## config.mk

```make
export PLATFORM = sky130hd
export DESIGN_NAME = i2c_target_engine
export DESIGN_NICKNAME = d
export VERILOG_FILES = /design/src/rtl/i2c_target_pkg.sv /design/src/rtl/i2c_line_filter.sv /design/src/rtl/i2c_bus_events.sv /design/src/rtl/i2c_addr_counter.sv /design/src/rtl/i2c_sda_driver.sv /design/src/rtl/i2c_target_engine.sv
export SDC_FILE = /design/constraint.sdc
export NUM_CORES = 1
export LEC_CHECK = 0
export ABC_CLOCK_PERIOD_IN_PS = 2100
export CORE_ASPECT_RATIO = 0.8
export CORE_MARGIN = 4
export CORE_UTILIZATION = 52
export CTS_BUF_LIST = sky130_fd_sc_hd__clkbuf_8
export DETAILED_ROUTE_END_ITERATION = 12
export PLACE_DENSITY = 0.89
export REMOVE_ABC_BUFFERS = 1
export SYNTH_ARGS = -nofsm -noshare
export SYNTH_HDL_FRONTEND = slang
export SYNTH_SLANG_ARGS = --single-unit
```

## constraint.sdc

```tcl
create_clock -name clk -period 2.1 [get_ports clk]
set_input_delay 0.525 -clock clk [delete_from_list [all_inputs] [get_ports clk]]
set_output_delay 0.525 -clock clk [all_outputs]
set_load 0.02 [all_outputs]
```

## src/rtl/i2c_target_pkg.sv

```systemverilog
package i2c_target_pkg;

  typedef enum logic [2:0] {
    ST_IDLE,
    ST_SEL,
    ST_AHI,
    ST_ALO,
    ST_WDAT,
    ST_RDAT
  } eng_state_t;

  localparam logic [6:0] SEL_CODE = 7'b1010001;

endpackage

```

## src/rtl/i2c_line_filter.sv

```systemverilog
module i2c_line_filter #(
  parameter int GLITCH_CYC = 3
) (
  input  logic clk,
  input  logic rst_n,
  input  logic line_i,
  output logic line_o
);
  localparam int CW = $clog2(GLITCH_CYC + 1);

  logic          sync1_q;
  logic          sync2_q;
  logic [CW-1:0] cnt_q;
  logic [CW-1:0] cnt_d;
  logic          out_d;

  always_comb begin
    cnt_d = cnt_q;
    out_d = line_o;
    if (sync2_q == line_o) begin
      cnt_d = '0;
    end else if (cnt_q == CW'(GLITCH_CYC - 1)) begin
      out_d = sync2_q;
      cnt_d = '0;
    end else begin
      cnt_d = cnt_q + 1'b1;
    end
  end

  always_ff @(posedge clk or negedge rst_n) begin
    if (!rst_n) begin
      sync1_q <= 1'b1;
      sync2_q <= 1'b1;
      cnt_q   <= '0;
      line_o  <= 1'b1;
    end else begin
      sync1_q <= line_i;
      sync2_q <= sync1_q;
      cnt_q   <= cnt_d;
      line_o  <= out_d;
    end
  end
endmodule

```

## src/rtl/i2c_bus_events.sv

```systemverilog
module i2c_bus_events (
  input  logic clk,
  input  logic rst_n,
  input  logic scl_f,
  input  logic sda_f,
  output logic scl_rise_o,
  output logic scl_fall_o,
  output logic start_o,
  output logic stop_o
);
  logic scl_q;
  logic sda_q;

  always_ff @(posedge clk or negedge rst_n) begin
    if (!rst_n) begin
      scl_q <= 1'b1;
      sda_q <= 1'b1;
    end else begin
      scl_q <= scl_f;
      sda_q <= sda_f;
    end
  end

  always_comb begin
    scl_rise_o = scl_f & ~scl_q;
    scl_fall_o = ~scl_f & scl_q;
    start_o    = scl_f & scl_q & sda_q & ~sda_f;
    stop_o     = scl_f & scl_q & ~sda_q & sda_f;
  end
endmodule

```

## src/rtl/i2c_addr_counter.sv

```systemverilog
module i2c_addr_counter #(
  parameter int ARRAY_AW = 13
) (
  input  logic                clk,
  input  logic                rst_n,
  input  logic                load_i,
  input  logic [ARRAY_AW-1:0] load_val_i,
  input  logic                step_i,
  output logic [ARRAY_AW-1:0] addr_o
);
  logic [ARRAY_AW-1:0] addr_d;
  logic                addr_en;

  always_comb begin
    addr_en = load_i | step_i;
    if (load_i) addr_d = load_val_i;
    else        addr_d = addr_o + 1'b1;
  end

  always_ff @(posedge clk or negedge rst_n) begin
    if (!rst_n)       addr_o <= '0;
    else if (addr_en) addr_o <= addr_d;
  end
endmodule

```

## src/rtl/i2c_sda_driver.sv

```systemverilog
module i2c_sda_driver #(
  parameter int HOLD_CYC = 4
) (
  input  logic clk,
  input  logic rst_n,
  input  logic req_i,
  output logic pull_o
);
  localparam int HW = (HOLD_CYC > 0) ? $clog2(HOLD_CYC + 1) : 1;

  logic [HW-1:0] cnt_q;
  logic [HW-1:0] cnt_d;
  logic          pull_d;

  always_comb begin
    cnt_d  = cnt_q;
    pull_d = pull_o;
    if (req_i == pull_o) begin
      cnt_d = '0;
    end else if (cnt_q == HW'(HOLD_CYC)) begin
      pull_d = req_i;
      cnt_d  = '0;
    end else begin
      cnt_d = cnt_q + 1'b1;
    end
  end

  always_ff @(posedge clk or negedge rst_n) begin
    if (!rst_n) begin
      cnt_q  <= '0;
      pull_o <= 1'b0;
    end else begin
      cnt_q  <= cnt_d;
      pull_o <= pull_d;
    end
  end
endmodule

```

## src/rtl/i2c_target_engine.sv

```systemverilog
module i2c_target_engine
  import i2c_target_pkg::*;
#(
  parameter int ARRAY_AW   = 13,
  parameter int GLITCH_CYC = 3,
  parameter int HOLD_CYC   = 4
) (
  input  logic                clk,
  input  logic                rst_n,
  input  logic                scl_i,
  input  logic                sda_i,
  output logic                sda_pull_o,
  input  logic                busy_i,
  output logic [ARRAY_AW-1:0] rd_addr_o,
  input  logic [7:0]          rd_data_i,
  output logic                wr_valid_o,
  output logic [ARRAY_AW-1:0] wr_addr_o,
  output logic [7:0]          wr_data_o,
  output logic                wr_commit_o
);
  localparam int NLINES = 2;

  logic [NLINES-1:0] raw_v;
  logic [NLINES-1:0] filt_v;
  logic scl_f, sda_f;
  logic scl_rise, scl_fall, start_ev, stop_ev;

  eng_state_t st_q, st_d;
  logic [3:0] bit_q, bit_d;
  logic [7:0] sh_q, sh_d;
  logic [7:0] tx_q, tx_d;
  logic [7:0] ahi_q, ahi_d;
  logic       rw_q, rw_d;
  logic       mack_q, mack_d;
  logic       drv_q, drv_d;
  logic       dat_q, dat_d;
  logic       wr_valid_d, wr_commit_d;
  logic [ARRAY_AW-1:0] wr_addr_d;
  logic [7:0] wr_data_d;
  logic       cnt_load, cnt_step;
  logic [ARRAY_AW-1:0] cur_addr;
  logic [2:0] tx_idx;

  assign raw_v = {scl_i, sda_i};

  for (genvar g = 0; g < NLINES; g++) begin : g_line
    i2c_line_filter #(.GLITCH_CYC(GLITCH_CYC)) u_filt (
      .clk    (clk),
      .rst_n  (rst_n),
      .line_i (raw_v[g]),
      .line_o (filt_v[g])
    );
  end

  assign scl_f = filt_v[1];
  assign sda_f = filt_v[0];

  i2c_bus_events u_events (
    .clk        (clk),
    .rst_n      (rst_n),
    .scl_f      (scl_f),
    .sda_f      (sda_f),
    .scl_rise_o (scl_rise),
    .scl_fall_o (scl_fall),
    .start_o    (start_ev),
    .stop_o     (stop_ev)
  );

  i2c_addr_counter #(.ARRAY_AW(ARRAY_AW)) u_addr (
    .clk        (clk),
    .rst_n      (rst_n),
    .load_i     (cnt_load),
    .load_val_i (ARRAY_AW'({ahi_q, sh_q})),
    .step_i     (cnt_step),
    .addr_o     (cur_addr)
  );

  i2c_sda_driver #(.HOLD_CYC(HOLD_CYC)) u_drv (
    .clk    (clk),
    .rst_n  (rst_n),
    .req_i  (drv_q),
    .pull_o (sda_pull_o)
  );

  assign rd_addr_o = cur_addr;
  assign tx_idx    = 3'd7 - bit_q[2:0];

  always_comb begin
    st_d        = st_q;
    bit_d       = bit_q;
    sh_d        = sh_q;
    tx_d        = tx_q;
    ahi_d       = ahi_q;
    rw_d        = rw_q;
    mack_d      = mack_q;
    drv_d       = drv_q;
    dat_d       = dat_q;
    wr_valid_d  = 1'b0;
    wr_addr_d   = wr_addr_o;
    wr_data_d   = wr_data_o;
    wr_commit_d = 1'b0;
    cnt_load    = 1'b0;
    cnt_step    = 1'b0;

    if (stop_ev) begin
      // commit only on the slot right after a data acknowledge
      if (st_q == ST_WDAT && dat_q && bit_q == 4'd1) wr_commit_d = 1'b1;
      st_d  = ST_IDLE;
      drv_d = 1'b0;
      bit_d = '0;
      dat_d = 1'b0;
    end else if (start_ev) begin
      drv_d = 1'b0;
      bit_d = '0;
      dat_d = 1'b0;
      st_d  = busy_i ? ST_IDLE : ST_SEL;
    end else if (st_q != ST_IDLE) begin
      if (scl_rise) begin
        if (bit_q < 4'd8) sh_d = {sh_q[6:0], sda_f};
        else              mack_d = ~sda_f;
        if (bit_q < 4'd9) bit_d = bit_q + 1'b1;
      end else if (scl_fall) begin
        if (bit_q == 4'd8) begin
          // acknowledge slot begins
          unique case (st_q)
            ST_SEL: begin
              if (sh_q[7:1] == SEL_CODE && !busy_i) begin
                drv_d = 1'b1;
                rw_d  = sh_q[0];
              end else begin
                st_d  = ST_IDLE;
                drv_d = 1'b0;
              end
            end
            ST_AHI: begin
              drv_d = ~busy_i;
              ahi_d = sh_q;
            end
            ST_ALO: begin
              drv_d    = ~busy_i;
              cnt_load = 1'b1;
            end
            ST_WDAT: begin
              drv_d      = ~busy_i;
              wr_valid_d = 1'b1;
              wr_addr_d  = cur_addr;
              wr_data_d  = sh_q;
              cnt_step   = 1'b1;
              dat_d      = 1'b1;
            end
            ST_RDAT: drv_d = 1'b0;
            default: drv_d = 1'b0;
          endcase
        end else if (bit_q == 4'd9) begin
          // acknowledge slot ends
          bit_d = '0;
          unique case (st_q)
            ST_SEL: begin
              if (rw_q) begin
                st_d     = ST_RDAT;
                tx_d     = rd_data_i;
                drv_d    = ~rd_data_i[7];
                cnt_step = 1'b1;
              end else begin
                st_d  = ST_AHI;
                drv_d = 1'b0;
              end
            end
            ST_AHI: begin
              st_d  = ST_ALO;
              drv_d = 1'b0;
            end
            ST_ALO: begin
              st_d  = ST_WDAT;
              drv_d = 1'b0;
            end
            ST_WDAT: drv_d = 1'b0;
            ST_RDAT: begin
              if (mack_q) begin
                tx_d     = rd_data_i;
                drv_d    = ~rd_data_i[7];
                cnt_step = 1'b1;
              end else begin
                st_d  = ST_IDLE;
                drv_d = 1'b0;
              end
            end
            default: drv_d = 1'b0;
          endcase
        end else if (st_q == ST_RDAT && bit_q != 4'd0) begin
          drv_d = ~tx_q[tx_idx];
        end
      end
    end
  end

  always_ff @(posedge clk or negedge rst_n) begin
    if (!rst_n) begin
      st_q        <= ST_IDLE;
      bit_q       <= '0;
      sh_q        <= '0;
      tx_q        <= '0;
      ahi_q       <= '0;
      rw_q        <= 1'b0;
      mack_q      <= 1'b0;
      drv_q       <= 1'b0;
      dat_q       <= 1'b0;
      wr_valid_o  <= 1'b0;
      wr_addr_o   <= '0;
      wr_data_o   <= '0;
      wr_commit_o <= 1'b0;
    end else begin
      st_q        <= st_d;
      bit_q       <= bit_d;
      sh_q        <= sh_d;
      tx_q        <= tx_d;
      ahi_q       <= ahi_d;
      rw_q        <= rw_d;
      mack_q      <= mack_d;
      drv_q       <= drv_d;
      dat_q       <= dat_d;
      wr_valid_o  <= wr_valid_d;
      wr_addr_o   <= wr_addr_d;
      wr_data_o   <= wr_data_d;
      wr_commit_o <= wr_commit_d;
    end
  end
endmodule

```

== Yosys cells after proc, flatten, opt, wreduce, memory -nomap -nowiden ==
Index checks and enable logic that the tools add are counted.

* Magnitude comparators: 3
* Bitwise logic cells: 23
* Div/mod/pow operators: 0
* Mux-type cells: 79
* $add $sub $neg: 6
* Reduce and logical (&&, ||, !) cells: 31
* Multipliers: 0
* Shift operators: 0
* Eq/ne operators: 23

{| class="wikitable"
|+ Operators by type and width
! cell !! number
|-
| 1-bit 2-to-1 mux || 45
|-
| 3-bit 2-to-1 mux || 13
|-
| 4-bit 2-to-1 mux || 8
|-
| 5-bit AND reduction || 4
|-
| 8-bit 2-to-1 mux || 2
|-
| 8-bit one-hot mux with 2 select lines || 1
|-
| 8-bit AND reduction || 2
|-
| 4-bit nonzero test || 4
|-
| 1-bit NOT || 15
|-
| 3-bit nonzero test || 5
|-
| 7-bit AND reduction || 2
|-
| 13-bit by 1-bit adder with 13-bit output, second input constant || 1
|-
| 13-bit 2-to-1 mux || 1
|-
| 3-bit one-hot mux with 4 select lines || 1
|-
| 10-bit AND reduction || 1
|-
| 3-bit equality test, second input constant || 3
|-
| 4-bit equality test, second input constant || 2
|-
| 4-bit < comparator, second input constant || 2
|-
| 2-bit 2-to-1 mux || 4
|-
| 4-bit inequality test, second input constant || 2
|-
| 1-bit bitwise AND || 7
|-
| 7-bit equality test, second input constant || 1
|-
| 3-bit by 2-bit equality test with 1-bit output, second input constant || 2
|-
| 1-bit one-hot mux with 2 select lines || 3
|-
| 24 further kinds || 34
|}

* Memories kept: 0
* Output and inout bits: 37
* Memory bits (read-only): 0
* Register bits: 84
* Latch bits: 0
* Bits in writable memories: 0

== Logic depth before layout (Yosys ltp) ==
* Word-level depth: 12
* Depth in mapped cells: 9
* Gate-level depth less buffers: 7

== By module ==
A second synthesis with hierarchy kept.

* Cell total of the unflattened synthesis: 325
* Area, all modules: 3978.8 um^2

{| class="wikitable"
|+ Modules (own cells, without submodules)
! module !! area each (um^2) !! cells each !! times used
|-
| i2c_target_engine || 2628.8 || 207 || 1
|-
| i2c_addr_counter || 716.9 || 76 || 1
|-
| i2c_line_filter || 178.9 || 10 || 2
|-
| i2c_sda_driver || 190.2 || 16 || 1
|-
| i2c_bus_events || 85.1 || 6 || 1
|}

== Least setup slack after synthesis ==
OpenSTA, ideal clock, no wires.

* Path kind: register -> register
* From: reg u_events.scl_q
* To: reg u_addr.addr_o[8]
* Data required time: 1963 ps
* Cell stages (with the launch flop): 9
* Setup time: 137 ps
* Setup slack: -37 ps
* Arrival: 2000 ps
* Period minus slack after synthesis: 2137 ps
* Cell sequence: dfstp_2 inv_1 ha_1 clkbuf_1 and4b_1 o2111ai_1 a2111oi_2 xnor2_1 a21oi_1

* Cells in the longest elaborated chain, start to end: 7
* Elaborated cells on any way between the ends: 20

{| class="wikitable"
|+ Ends and longest elaborated chain
! element !! line !! RTL
|-
| start, declared || i2c_bus_events.sv:11 || <nowiki>logic scl_q;</nowiki>
|-
| start signal, assigned || i2c_bus_events.sv:19 || <nowiki>scl_q <= scl_f;</nowiki>
|-
| 1-bit bitwise AND / 1-bit NOT (equally long branches) || i2c_bus_events.sv:26, i2c_bus_events.sv:25 ||
|-
| 1-bit 2-to-1 mux / 1-bit bitwise AND (equally long branches) || i2c_target_engine.sv:122, i2c_bus_events.sv:25 ||
|-
| 1-bit 2-to-1 mux || i2c_target_engine.sv:118 || <nowiki>if (scl_rise) begin</nowiki>
|-
| 1-bit 2-to-1 mux || i2c_target_engine.sv:117 || <nowiki>end else if (st_q != ST_IDLE) begin</nowiki>
|-
| 1-bit 2-to-1 mux || i2c_target_engine.sv:112 || <nowiki>end else if (start_ev) begin</nowiki>
|-
| 1-bit 2-to-1 mux || i2c_target_engine.sv:105 || <nowiki>if (stop_ev) begin</nowiki>
|-
| 13-bit 2-to-1 mux / 1-bit OR (equally long branches) || i2c_addr_counter.sv:16, i2c_addr_counter.sv:15 ||
|-
| end signal, assigned || i2c_addr_counter.sv:22 || <nowiki>else if (addr_en) addr_o <= addr_d;</nowiki>
|-
| end, declared || i2c_addr_counter.sv:9 || <nowiki>output logic [ARRAY_AW-1:0] addr_o</nowiki>
|}

Several ways; a longest one is shown, not always the timed one.
A chain may end at the register's enable or synchronous reset.

== Worst setup path after layout ==
* From: reg bit_q[1]
* To: reg u_addr.addr_o[12]

* Cells in the longest elaborated chain, start to end: 9
* Elaborated cells on any way between the ends: 17

{| class="wikitable"
|+ Ends and longest elaborated chain
! element !! line !! RTL
|-
| start, declared || i2c_target_engine.sv:29 || <nowiki>logic [3:0] bit_q, bit_d;</nowiki>
|-
| start signal, assigned || i2c_target_engine.sv:214 || <nowiki>bit_q <= bit_d;</nowiki>
|-
| 4-bit equality test || i2c_target_engine.sv:154 || <nowiki>end else if (bit_q == 4'd9) begin</nowiki>
|-
| 1-bit 2-to-1 mux || i2c_target_engine.sv:154 ||
|-
| 1-bit 2-to-1 mux || i2c_target_engine.sv:123 || <nowiki>if (bit_q == 4'd8) begin</nowiki>
|-
| 1-bit 2-to-1 mux || i2c_target_engine.sv:122 || <nowiki>end else if (scl_fall) begin</nowiki>
|-
| 1-bit 2-to-1 mux || i2c_target_engine.sv:118 ||
|-
| 1-bit 2-to-1 mux || i2c_target_engine.sv:117 ||
|-
| 1-bit 2-to-1 mux || i2c_target_engine.sv:112 ||
|-
| 1-bit 2-to-1 mux || i2c_target_engine.sv:105 ||
|-
| 1-bit OR || i2c_addr_counter.sv:15 || <nowiki>addr_en = load_i | step_i;</nowiki>
|}

Several ways; a longest one is shown, not always the timed one.

==> flow_summary.json <==
{
  "vias_per_cell": 5.69,
  "critPathMaxStageDelay_ps": 560,
  "synth.distinct_cells": 57,
  "drv_slew": 0,
  "cts_sinks": 84,
  "cp.buffers_inverters": 1,
  "nFillCells": 537,
  "cts_buffer_depth": 2,
  "ys_seq_area_share_pct": 52.1,
  "timing.rr.end": "u_addr.addr_o[12]",
  "drive_gt1_share_pct": 32.4,
  "cap_viol_max_count": 0,
  "hold_viol": 0,
  "antenna_found_initial": 0,
  "synth_warnings": 0,
  "r2r_cells": 7,
  "postLayoutSetupSlackWorst_ps": -8.33,
  "grt_pass1_vias": 3094,
  "fin_crit_ps": 2110,
  "cts_hold_buf": 0,
  "syn_to_final_growth_pct": 30.2,
  "wl_um": 9460,
  "dpl-instance-area_um2": 4870,
  "gp_congestion": 0.976,
  "grt_pass1_wl_um": 15500,
  "crit_family": "simple AND/OR/NAND/NOR gates",
  "r2r-start": "bit_q[1]",
  "synth_top_cell_by_area": "dfrtp_1",
  "r2r_slack_ps": -8,
  "synth-edff-count": 0,
  "final_nets": 448,
  "ios": 50,
  "synthMostInstantiatedCell": "dfrtp_1",
  "power_density_nw_per_um2": 919,
  "final-seq-area_um2": 2120,
  "critPathKind": "reg2reg",
  "violations": "setup timing",
  "cp.arrival_ps": 2350,
  "n_antenna_cell": 0,
  "firstDrtPassIters": 5,
  "crit_cells": 7,
  "skew_ps": 9.58,
  "relSlewSlack_pct": 66.4,
  "crit_fanout": 5,
  "ys.flop_type": "dfrtp_1",
  "whs_ps": 47.5,
  "endpoint_kind": "register",
  "design.die.area_um2": 9280,
  "status": "finished, violations left",
  "first_iter_violations": 220,
  "slowest_stage": "or4_4",
  "vias": 3037,
  "fmax_mhz": 474,
  "syn_avg_cell_area_um2": 12.0,
  "synth_top_area_share_pct": 46.9,
  "port-buffer-count": 49,
  "h-tree-depth": 3,
  "die_x_um": 107,
  "cts_tree": "built",
  "setup_viol": 1,
  "cp.required_ps": 2340,
  "netlist_area_um2": 4050,
  "drc_errors": 0,
  "worstSetupStartpointType": "register",
  "holdCritPathClass": "in2async",
  "multiInputGateArea_um2": 1950,
  "hpwl_um": 6740,
  "core_um2": 7500,
  "crit_chain": "inv_2 -> ha_4 -> nand3b_4 -> or4_4 -> a2111oi_4 -> xnor2_1 -> a21oi_1",
  "start_util_pct": 54.1,
  "leakagePower_nw": 2.29,
  "synth_area_leaders": "dfrtp_1, mux2_2, dfstp_2",
  "worst_pin_slew_ps": 491,
  "synth_common_cells": "dfrtp_1, mux2_2, nor2_1",
  "rsz0062_at_grt": "yes",
  "synth-seq-cells": 84,
  "path_clk_slew_ps": 90,
  "synth_async_sr_flop_share_pct": 100,
  "grt_max_degree": 34,
  "die_h_um": 87.0,
  "period_share_pct": 100,
  "antenna_left": 0,
  "synthCells": 337,
  "insertion_delay_ps": 360,
  "stdcell_area_um2": 5280,
  "grt.overflow.total": 0,
  "wl_per_cell_um": 17.7,
  "track_usage_pct": 21.5,
  "cts_buffers": 9,
  "root_buffer": "clkbuf_8",
  "rows": 28,
  "irDropWorstVdd_v": 0.000846
}
## cell type report
type	instances	area share (%)
well taps	105	2.49
inverters	13	0.924
clock inverters	7	1.33
repair buffers	88	15.8
clock buffers	9	2.35
flip-flops and latches	84	40.1
multi-input cells	228	37.0
## layer usage
layer | vias to the layer above | GRT usage (%) | wire, um
met5 | - | 0 | 0
li1 | 1400 | - | -
met2 | 110 | 35.3 | 4540
met3 | 19 | 5.34 | 643
met1 | 1508 | 28.5 | 4110
met4 | 0 | 6.97 | 164
## sequential cells by signal, summed over array words and instances, names as in the netlist, 2 cells and up
signal	count
ahi_q	5
bit_q	4
g_line.u_filt.cnt_q	4
g_line.u_filt.line_o	2
g_line.u_filt.sync1_q	2
g_line.u_filt.sync2_q	2
sh_q	8
st_q	3
tx_q	8
u_addr.addr_o	13
u_drv.cnt_q	3
wr_addr_o	13
wr_data_o	8
## placed cells by master, fill, tap and decap left out, types with 3 or more instances in the layout
master / count
buf_12: 4
dfstp_2: 8
nand3_1: 6
nor2_1: 20
dfrtp_1: 73
mux2i_1: 7
nor3b_1: 4
ha_1: 9
xor2_1: 4
dfrtp_2: 3
clkbuf_8: 9
or3_1: 7
mux2_2: 45
clkdlybuf4s50_1: 48
xnor2_1: 9
nand2b_1: 4
nand4_1: 5
buf_4: 35
o21ai_0: 9
nor2b_1: 3
nor3_1: 7
a21oi_1: 17
nand2_1: 13
a31oi_1: 5
inv_1: 13
## worst max path at each step
stage	from	end
2_1_floorplan	bit_q[0]	wr_addr_o[0]
3_3_place_gp	busy_i	rw_q
3_5_place_dp	bit_q[1]	u_addr.addr_o[8]
4_1_cts	bit_q[1]	u_addr.addr_o[8]
5_1_grt	u_events.scl_q	u_addr.addr_o[12]
6_report	bit_q[1]	u_addr.addr_o[12]
## cell families after synthesis
logic type,after synthesis,share of synthesized area [%]
simple gates,96,14.4
fa+ha+maj,11,3.40
xor+xnor,13,2.81
flops,84,52.1
compound gates,54,8.92
mux,54,15.2
buf+inv,25,3.18
## stage by stage
stage,setup TNS [ps],total power [mW],setup WS [ps],instances,utilization [%]
CTS,0,4.75,1.82,530,68.9
global placement,0,3.49,3.80,511,65.0
detailed placement,-1160,3.57,-107,511,65.0
global route,-176,5.11,-68.9,534,70.4
floorplan,-5790,2.95,-255,325,-
finish,-8.33,4.85,-8.33,534,70.4
## repair_timing
item	CTS	global route
setup endpoints to repair	38	42
pin swaps	5	7
gates resized for setup	13	19
setup buffers	3	4
## where the power goes
group          internal [mW]  switching [mW]
registers               1.88           0.351
clock network          0.544           0.578
logic                  0.736           0.762
## worst register-to-register path: cells and delay by family (launching register included)
family | cells | cell delay, ps
and+or+nand+nor | 2 | 660
DFF | 1 | 450
AOI/OAI and AO/OA | 2 | 450
xor gates and xnor gates | 1 | 190
adders and majority gates | 1 | 140
buffers and inverters | 1 | 90
No activity file was read; power rests on OpenSTA's default activity.
